<file path="src/rtl/alu_pkg.sv">
package alu_pkg;

  typedef enum logic [3:0] {
    OP_ADD  = 4'b0000,
    OP_ADDU = 4'b0001,
    OP_SUB  = 4'b0010,
    OP_SUBU = 4'b0011,
    OP_AND  = 4'b0100,
    OP_OR   = 4'b0101,
    OP_XOR  = 4'b0110,
    OP_NOR  = 4'b0111,
    OP_SLT  = 4'b1010,
    OP_SLTU = 4'b1011
  } alu_op_e;

  typedef enum logic [1:0] {
    LU_AND = 2'b00,
    LU_OR  = 2'b01,
    LU_XOR = 2'b10,
    LU_NOR = 2'b11
  } logic_fn_e;

  typedef enum logic [1:0] {
    SEL_NONE  = 2'b00,
    SEL_ARITH = 2'b01,
    SEL_LOGIC = 2'b10,
    SEL_CMP   = 2'b11
  } res_sel_e;

  typedef struct packed {
    logic      invert_b;
    logic      force_cin;
    logic      signed_arith;
    logic      cmp_unsigned;
    res_sel_e  sel;
    logic_fn_e lfn;
  } alu_ctl_t;

endpackage

</file>
<file path="src/rtl/alu_ctl_decode.sv">
module alu_ctl_decode
  import alu_pkg::*;
(
  input  logic [3:0] op_code,
  output alu_ctl_t   ctl
);

  always_comb begin
    ctl = '{invert_b: 1'b0, force_cin: 1'b0, signed_arith: 1'b0,
            cmp_unsigned: 1'b0, sel: SEL_NONE, lfn: LU_AND};
    unique case (op_code)
      OP_ADD:  begin ctl.sel = SEL_ARITH; ctl.signed_arith = 1'b1; end
      OP_ADDU: begin ctl.sel = SEL_ARITH; end
      OP_SUB:  begin
        ctl.sel = SEL_ARITH; ctl.signed_arith = 1'b1;
        ctl.invert_b = 1'b1; ctl.force_cin = 1'b1;
      end
      OP_SUBU: begin
        ctl.sel = SEL_ARITH; ctl.invert_b = 1'b1; ctl.force_cin = 1'b1;
      end
      OP_AND:  begin ctl.sel = SEL_LOGIC; ctl.lfn = LU_AND; end
      OP_OR:   begin ctl.sel = SEL_LOGIC; ctl.lfn = LU_OR;  end
      OP_XOR:  begin ctl.sel = SEL_LOGIC; ctl.lfn = LU_XOR; end
      OP_NOR:  begin ctl.sel = SEL_LOGIC; ctl.lfn = LU_NOR; end
      OP_SLT:  begin
        ctl.sel = SEL_CMP; ctl.invert_b = 1'b1; ctl.force_cin = 1'b1;
      end
      OP_SLTU: begin
        ctl.sel = SEL_CMP; ctl.invert_b = 1'b1; ctl.force_cin = 1'b1;
        ctl.cmp_unsigned = 1'b1;
      end
      default: ctl.sel = SEL_NONE;
    endcase
  end

endmodule

</file>
<file path="src/rtl/alu_cla_adder.sv">
module alu_cla_adder #(
  parameter int WIDTH = 32,
  parameter int GROUP = 4
) (
  input  logic [WIDTH-1:0] a,
  input  logic [WIDTH-1:0] b,
  input  logic             cin,
  output logic [WIDTH-1:0] sum,
  output logic             cout,
  output logic             msb_cin
);

  localparam int NGRP = WIDTH / GROUP;

  logic [WIDTH-1:0] prop;
  logic [WIDTH-1:0] gen;
  logic [WIDTH-1:0] carry_vec;
  logic [NGRP:0]    grp_c;

  assign prop     = a ^ b;
  assign gen      = a & b;
  assign grp_c[0] = cin;

  for (genvar gi = 0; gi < NGRP; gi++) begin : g_grp
    logic [GROUP-1:0] gp;
    logic [GROUP-1:0] gg;
    logic [GROUP-1:0] lc;
    logic             blk_g;
    logic             blk_p;

    assign gp = prop[gi*GROUP +: GROUP];
    assign gg = gen[gi*GROUP +: GROUP];

    // Each internal carry as a flat sum of products of the group carry-in
    always_comb begin
      logic acc;
      logic term;
      for (int i = 0; i < GROUP; i++) begin
        acc = grp_c[gi];
        for (int j = 0; j < i; j++) acc = acc & gp[j];
        for (int k = 0; k < i; k++) begin
          term = gg[k];
          for (int j = k + 1; j < i; j++) term = term & gp[j];
          acc = acc | term;
        end
        lc[i] = acc;
      end
      blk_p = &gp;
      blk_g = 1'b0;
      for (int k = 0; k < GROUP; k++) begin
        term = gg[k];
        for (int j = k + 1; j < GROUP; j++) term = term & gp[j];
        blk_g = blk_g | term;
      end
    end

    assign grp_c[gi+1]                 = blk_g | (blk_p & grp_c[gi]);
    assign carry_vec[gi*GROUP +: GROUP] = lc;
  end

  assign sum     = prop ^ carry_vec;
  assign cout    = grp_c[NGRP];
  assign msb_cin = carry_vec[WIDTH-1];

endmodule

</file>
<file path="src/rtl/alu_logic_unit.sv">
module alu_logic_unit
  import alu_pkg::*;
#(
  parameter int WIDTH = 32
) (
  input  logic [WIDTH-1:0] a,
  input  logic [WIDTH-1:0] b,
  input  logic_fn_e        fn,
  output logic [WIDTH-1:0] y
);

  always_comb begin
    unique case (fn)
      LU_AND:  y = a & b;
      LU_OR:   y = a | b;
      LU_XOR:  y = a ^ b;
      default: y = ~(a | b);
    endcase
  end

endmodule

</file>
<file path="src/rtl/int_alu.sv">
module int_alu
  import alu_pkg::*;
#(
  parameter int WIDTH = 32,
  parameter int GROUP = 4
) (
  input  logic [WIDTH-1:0] op_a,
  input  logic [WIDTH-1:0] op_b,
  input  logic [3:0]       op_code,
  output logic [WIDTH-1:0] result,
  output logic             carry,
  output logic             overflow,
  output logic             zero
);

  alu_ctl_t         ctl;
  logic [WIDTH-1:0] b_eff;
  logic [WIDTH-1:0] sum;
  logic [WIDTH-1:0] lres;
  logic             add_cout;
  logic             add_msb_cin;
  logic             raw_ovf;
  logic             less;

  alu_ctl_decode u_dec (.op_code(op_code), .ctl(ctl));

  assign b_eff = ctl.invert_b ? ~op_b : op_b;

  alu_cla_adder #(.WIDTH(WIDTH), .GROUP(GROUP)) u_add (
    .a(op_a), .b(b_eff), .cin(ctl.force_cin),
    .sum(sum), .cout(add_cout), .msb_cin(add_msb_cin)
  );

  alu_logic_unit #(.WIDTH(WIDTH)) u_lu (
    .a(op_a), .b(op_b), .fn(ctl.lfn), .y(lres)
  );

  assign raw_ovf = add_msb_cin ^ add_cout;
  assign less    = ctl.cmp_unsigned ? ~add_cout : (sum[WIDTH-1] ^ raw_ovf);

  always_comb begin
    result   = '0;
    carry    = 1'b0;
    overflow = 1'b0;
    unique case (ctl.sel)
      SEL_ARITH: begin
        result   = sum;
        carry    = add_cout;
        overflow = ctl.signed_arith & raw_ovf;
      end
      SEL_LOGIC: result = lres;
      SEL_CMP:   result = {{(WIDTH-1){1'b0}}, less};
      default:   result = '0;
    endcase
    zero = (ctl.sel != SEL_NONE) & ~(|result);
  end

endmodule

</file>
<file path="config.mk">
export PLATFORM = sky130hd
export DESIGN_NAME = int_alu
export DESIGN_NICKNAME = d
export VERILOG_FILES = /design/src/rtl/alu_pkg.sv /design/src/rtl/alu_ctl_decode.sv /design/src/rtl/alu_cla_adder.sv /design/src/rtl/alu_logic_unit.sv /design/src/rtl/int_alu.sv
export SDC_FILE = /design/constraint.sdc
export NUM_CORES = 1
export LEC_CHECK = 0
export BUFFER_PORTS_ARGS = -buffer_cell sky130_fd_sc_hd__buf_2
export CORE_UTILIZATION = 54
export DETAILED_ROUTE_END_ITERATION = 10
export PLACE_DENSITY = 0.8
export SLEW_MARGIN = 30
export SYNTH_ARGS = -nofsm -noshare
export SYNTH_HDL_FRONTEND = slang
export SYNTH_SLANG_ARGS = --single-unit
</file>
<file path="constraint.sdc">
create_clock -name vclk -period 7.6
set_input_delay 1.14 -clock vclk [all_inputs]
set_output_delay 1.14 -clock vclk [all_outputs]
set_load 0.01 [all_outputs]
</file>
==> impl_metrics.yaml, run 1 <==
run_status:
  status: "complete, no violations"
sta:
  max_freq_mhz: 146
  min_period_ns: 6.86
  tns_ns: 0
  tightest_slew_ns: 0.812
  rsz0062_at_grt: "no"
  slew_headroom: 0.457
  slew_violations: 0
  post-route-period-util: 0.903
  hold_violations: 0
  setup_violations: 0
clock_network:
  cts_setup_buffers: 0
  ctsHoldBuffers: 0
  cts_resized: 0
setup_path:
  cpLargestDelayFamily: "simple AND/OR/NAND/NOR gates"
  startpoint: "op_code[2]"
  cp_num_buf_inv: 3
  end_kind: "output pin"
  criticalPathCategory: "input pin to output pin"
  slowest_delay_ns: 0.33
  crit_arrival_ns: 5.72
  start_kind: "input pin"
  cp_cell_sequence: "buf_2 -> inv_2 -> nand2_2 -> xnor2_1 -> ha_1 -> and4b_1 -> o21ai_0 -> nand2b_1 -> and2_1 -> or2_2 -> a21oi_1 -> o21ai_0 -> ha_1 -> o21a_1 -> or3_1 -> a32o_1 -> a221o_1 -> nor4_1 -> and4b_1 -> nand4b_1 -> nor3_2 -> buf_2"
  cp.required_ns: 6.46
  critPathMaxFanout: 11
  slowest_stage: "ha_1"
job:
  cap_violations: 0
synthesis:
  synthXorXnorAreaFrac: 0.153
  netlist_top_cells_count: "103 x ha_1, 73 x inv_1, 52 x xnor2_1"
  syn-cell-area_um2: 4350
  synth_area_per_cell_um2: 7.79
  yosysUniqueCellTypes: 57
  synthMuxAreaShare: 0.109
  synth_compound_area_frac: 0.181
  synth_most_common_cell: "ha_1"
  synth_top_area_share: 0.297
  syn_inst: 558
  ys_top_cells_by_area: "ha_1 30%, xnor2_1 10%, mux2i_1 6.4%"
  synth-simple-area-share: 0.130
  synth_top_family_by_area: "adder cells"
  synthAdderAreaFrac: 0.329
  synth_largest_area_cell: "ha_1"
  synth_warnings: 0
  ys_seq_area_frac: 0
  synth_nets: 736
die:
  initial_core_util: 0.559
  ios: 103
  dieArea_um2: 8410
  fp-row-count: 32
  die_h_um: 91.7
  die_w_um: 91.7
  core_um2: 7770
final_layout:
  clock_buffers: 0
  drive_gt1_frac: 0.198
  seq_area_um2: 0
  final_util: 0.631
  n_antenna_cell: 0
  nNetsFinal: 820
  seq_cells: 0
  area_growth_pct: 12.8
power_and_ir_drop:
  power_frac_seq: 0
  ir_drop_v: 0.0000365
  clockPowerShare: 0
  switchingPower_mw: 0.225
  pwr_density_cell_nw_per_um2: 81.7
  p_int_mw: 0.175
  p_leak_nw: 2.64
  swShare: 0.562
  combPwrFrac: 1.000
placed_design:
  port_buffers: 103
  dp_hpwl_mm: 9.19
  gp_congestion: 0.971
detailed_routing:
  wl_met2_mm: 5.33
  wl_per_cell_um: 15.1
  wl_mm: 11.2
  drc: 0
  top_layer: "met4"
  dr_wl_met3_um: 598
  dr.pass1.iters: 4
  wl_met1_mm: 4.97
  drtIter0Drc: 153
  antenna_left: 0
  vias: 4196
  viasPerCell: 5.65
grt:
  grt_pass1_vias: 4119
  grt_max_degree: 41
  grt_antenna_before_repair: 0
  grt_pass1_wl_mm: 18.7
  grt_usage: 0.265
  overflow: 0
min_path:
  min_path_type: "input pin to output pin"
  hp-start: "op_code[3]"
-- power groups by stage --
stage | logic [mW] | registers, mW | clock network (mW)
detailed placement | 0.396 | 0 | 0
finish | 0.400 | 0 | 0
floorplan | 0.280 | 0 | 0
CTS | 0.399 | 0 | 0
global placement | 0.382 | 0 | 0
global route | 0.446 | 0 | 0
-- worst min-delay path, stage by stage --
cell,delay (ns)
buf_2,0.33
nor2b_1,0.19
buf_2,0.13
-- cell usage in the layout, fill, tap and decap left out, drive strengths merged, types with 15 or more instances in the layout --
master / n
buf: 110
ha: 103
inv: 75
xnor2: 52
a21oi: 34
nand2: 32
mux2i: 28
xor2: 24
o21ai: 20
mux2: 17
nor2: 15
-- cell type report --
type | instances | area, um2
multi-input cells | 455 | 3920
inverters | 75 | 282
fillers | 716 | 2870
well taps | 102 | 128
repair buffers | 110 | 571
-- final timing paths --
path | cells after the start | slack, ns | to
max | 22 | 0.74 | zero
min | 3 | 2.96 | result[27]
-- cells by family (layout without fill, tap and decap cells) --
family	count (synthesis)	after routing
AOI/OAI and AO/OA	117	117
xor gates and xnor gates	76	76
adders and majority gates	110	110
buffers and inverters	103	185
muxes	45	45
and+or+nand+nor	107	107
-- per-layer routing --
metal / GRT usage / up-vias
met3: 0.0232 / 25
met1: 0.340 / 1946
met2: 0.471 / 124
met4: 0.0768 / 0
met5: 0 / -
li1: - / 2101
-- per-stage QoR --
stage / hold slack (ns) / area (um2) / total power [mW] / setup WS, ns / std cells
floorplan: 2.61 / 4350 / 0.280 / 0.526 / 558
CTS: 2.93 / 4900 / 0.399 / 0.789 / 742
detailed placement: 2.93 / 4900 / 0.396 / 0.802 / 742
finish: 2.96 / 4900 / 0.400 / 0.739 / 742
global placement: 2.93 / 4900 / 0.382 / 0.925 / 742
global route: 2.97 / 4900 / 0.446 / 0.420 / 742
Note: power is estimated with default switching activity, not from simulation.
==> inputs of run 2 (changes only) <==
--- a/config.mk
+++ b/config.mk
@@ -7,7 +7,7 @@
 export LEC_CHECK = 0
 export BUFFER_PORTS_ARGS = -buffer_cell sky130_fd_sc_hd__buf_2
-export CORE_UTILIZATION = 54
+export CORE_UTILIZATION = 52
 export DETAILED_ROUTE_END_ITERATION = 10
-export PLACE_DENSITY = 0.8
+export PLACE_DENSITY = 0.81
 export SLEW_MARGIN = 30
 export SYNTH_ARGS = -nofsm -noshare
==> constraint.sdc (replaced) <==
create_clock -name vclk -period 6
set_input_delay 0.6 -clock vclk [all_inputs]
set_output_delay 0.6 -clock vclk [all_outputs]
set_load 0.01 [all_outputs]
==> run 2 against run 1 <==
  * Critical endpoint unchanged
  * Critical path depth is 1 higher
  * Hold slack worse by 1.1 ns
  * Critical path type unchanged
  * Setup slack worse by 0.29 ns
  * Die area is 3.8% higher
==> impl_metrics.yaml, run 2 (same netlist as run 1, synthesis figures left out) <==
setup_path:
  cp_num_buf_inv: 6
  start_kind: "input pin"
  slowest_delay_ns: 0.54
  end_kind: "output pin"
  cpLargestDelayFamily: "simple AND/OR/NAND/NOR gates"
  criticalPathCategory: "input pin to output pin"
  slowest_stage: "or4_1"
  crit_arrival_ns: 4.95
  cp_cell_sequence: "buf_2 -> inv_2 -> nand2_2 -> buf_4 -> xnor2_1 -> ha_1 -> and4_1 -> o2111a_1 -> o21ai_1 -> and3_1 -> inv_2 -> o21ai_1 -> inv_1 -> ha_1 -> o21a_1 -> o21a_1 -> a221o_1 -> or4_1 -> nor4_1 -> and4b_1 -> nand4b_1 -> nor3_2 -> buf_2"
  cp.required_ns: 5.40
  critPathMaxFanout: 10
die:
  ios: 103
  die_h_um: 93.4
  core_um2: 7890
  fp-row-count: 32
  dieArea_um2: 8730
  initial_core_util: 0.551
  die_w_um: 93.4
grt:
  grt_antenna_before_repair: 0
  grt_pass1_vias: 4210
  grt_usage: 0.268
  grt_pass1_wl_mm: 19.2
  grt_max_degree: 41
  overflow: 0
placed_design:
  gp_congestion: 0.909
  port_buffers: 103
  preCtsSetupSlack_ns: 0.346
  dp_hpwl_mm: 9.61
sta:
  max_freq_mhz: 180
  rsz0062_at_grt: "no"
  setup_ws_ns: 0.450
  hold_violations: 0
  slew_headroom: 0.511
  post-route-period-util: 0.925
  slew_violations: 0
  min_period_ns: 5.55
  setup_violations: 0
  tightest_slew_ns: 0.734
  tns_ns: 0
final_layout:
  n_antenna_cell: 0
  drive_gt1_frac: 0.201
  seq_cells: 0
  nNetsFinal: 821
  area_growth_pct: 13.1
  clock_buffers: 0
  final_util: 0.623
  final_common_cell: "ha_1"
  layout_common_cells: "103 x ha_1, 102 x buf_2, 73 x inv_1"
  seq_area_um2: 0
detailed_routing:
  drc: 0
  dr.pass1.iters: 4
  drtIter0Drc: 157
  wl_per_cell_um: 15.8
  vias: 4310
  viasPerCell: 5.80
  antenna_left: 0
  wl_mm: 11.7
power_and_ir_drop:
  p_leak_nw: 2.65
  pwr_density_cell_nw_per_um2: 105
  ir_drop_v: 0.0000399
min_path:
  min_to: "result[1]"
  hp-start: "op_a[0]"
  min_path_type: "input pin to output pin"
  holdPathStages: 6
job:
  cap_violations: 0
clock_network:
  ctsHoldBuffers: 0
run_status:
  status: "complete, no violations"
[run 2: area by class of cell]
type / count / area, um2
Timing Repair Buffer: 111 / 578
Inverter: 75 / 282
Fill cell: 707 / 2970
Multi-Input combinational cell: 455 / 3930
Tap cell: 102 / 128
[run 2: worst min-delay path: cells and delay by family]
family                 cells  cell delay [ns]
XOR/XNOR                   1             0.13
AO/OA/AOI/OAI              1             0.08
buffers and inverters      2             0.28
multiplexers               1             0.09
AND/OR/NAND/NOR            1             0.07
[run 2: where the power goes]
part | leakage, nW | internal, mW | switching (mW) | total (mW)
clock | 0 | 0 | 0 | 0
sequential | 0 | 0 | 0 | 0
combinational | 2.65 | 0.225 | 0.292 | 0.517
total | 2.65 | 0.225 | 0.292 | 0.517
[run 2: what timing repair did]
item / CTS / global route
endpoints found under the setup margin: 0 / 1
buffers inserted: 0 / 0
hold endpoints to repair: 0 / 0
resized for setup: 0 / 3
[run 2: metrics by stage]
step	instances	instance area [um2]	total power, mW	hold WS [ns]
after global placement	743	4910	0.485	1.84
after detailed placement	743	4910	0.507	1.84
after CTS	743	4910	0.511	1.84
after global routing	743	4920	0.575	1.91
final	743	4920	0.517	1.85
after floorplan	558	4350	0.355	1.53
[run 2: routing by layer]
metal,wire [um],global-route usage,share of wire
met5,0,0,0
met4,313,0.0731,0.027
met3,706,0.0244,0.060
met2,5700,0.493,0.49
met1,5020,0.331,0.43
[run 2: worst max-delay path by stage]
| stage | from | endpoint | slack [ns] | depth (start not counted) |
|---|---|---|---|---|
| after floorplan | op_code[1] | zero | 0.006 | 23 |
| after global placement | op_code[2] | zero | 0.53 | 23 |
| after detailed placement | op_code[2] | zero | 0.35 | 23 |
| after CTS | op_code[2] | zero | 0.34 | 23 |
| after global routing | op_code[2] | zero | 0.07 | 23 |
| final | op_code[2] | zero | 0.45 | 23 |
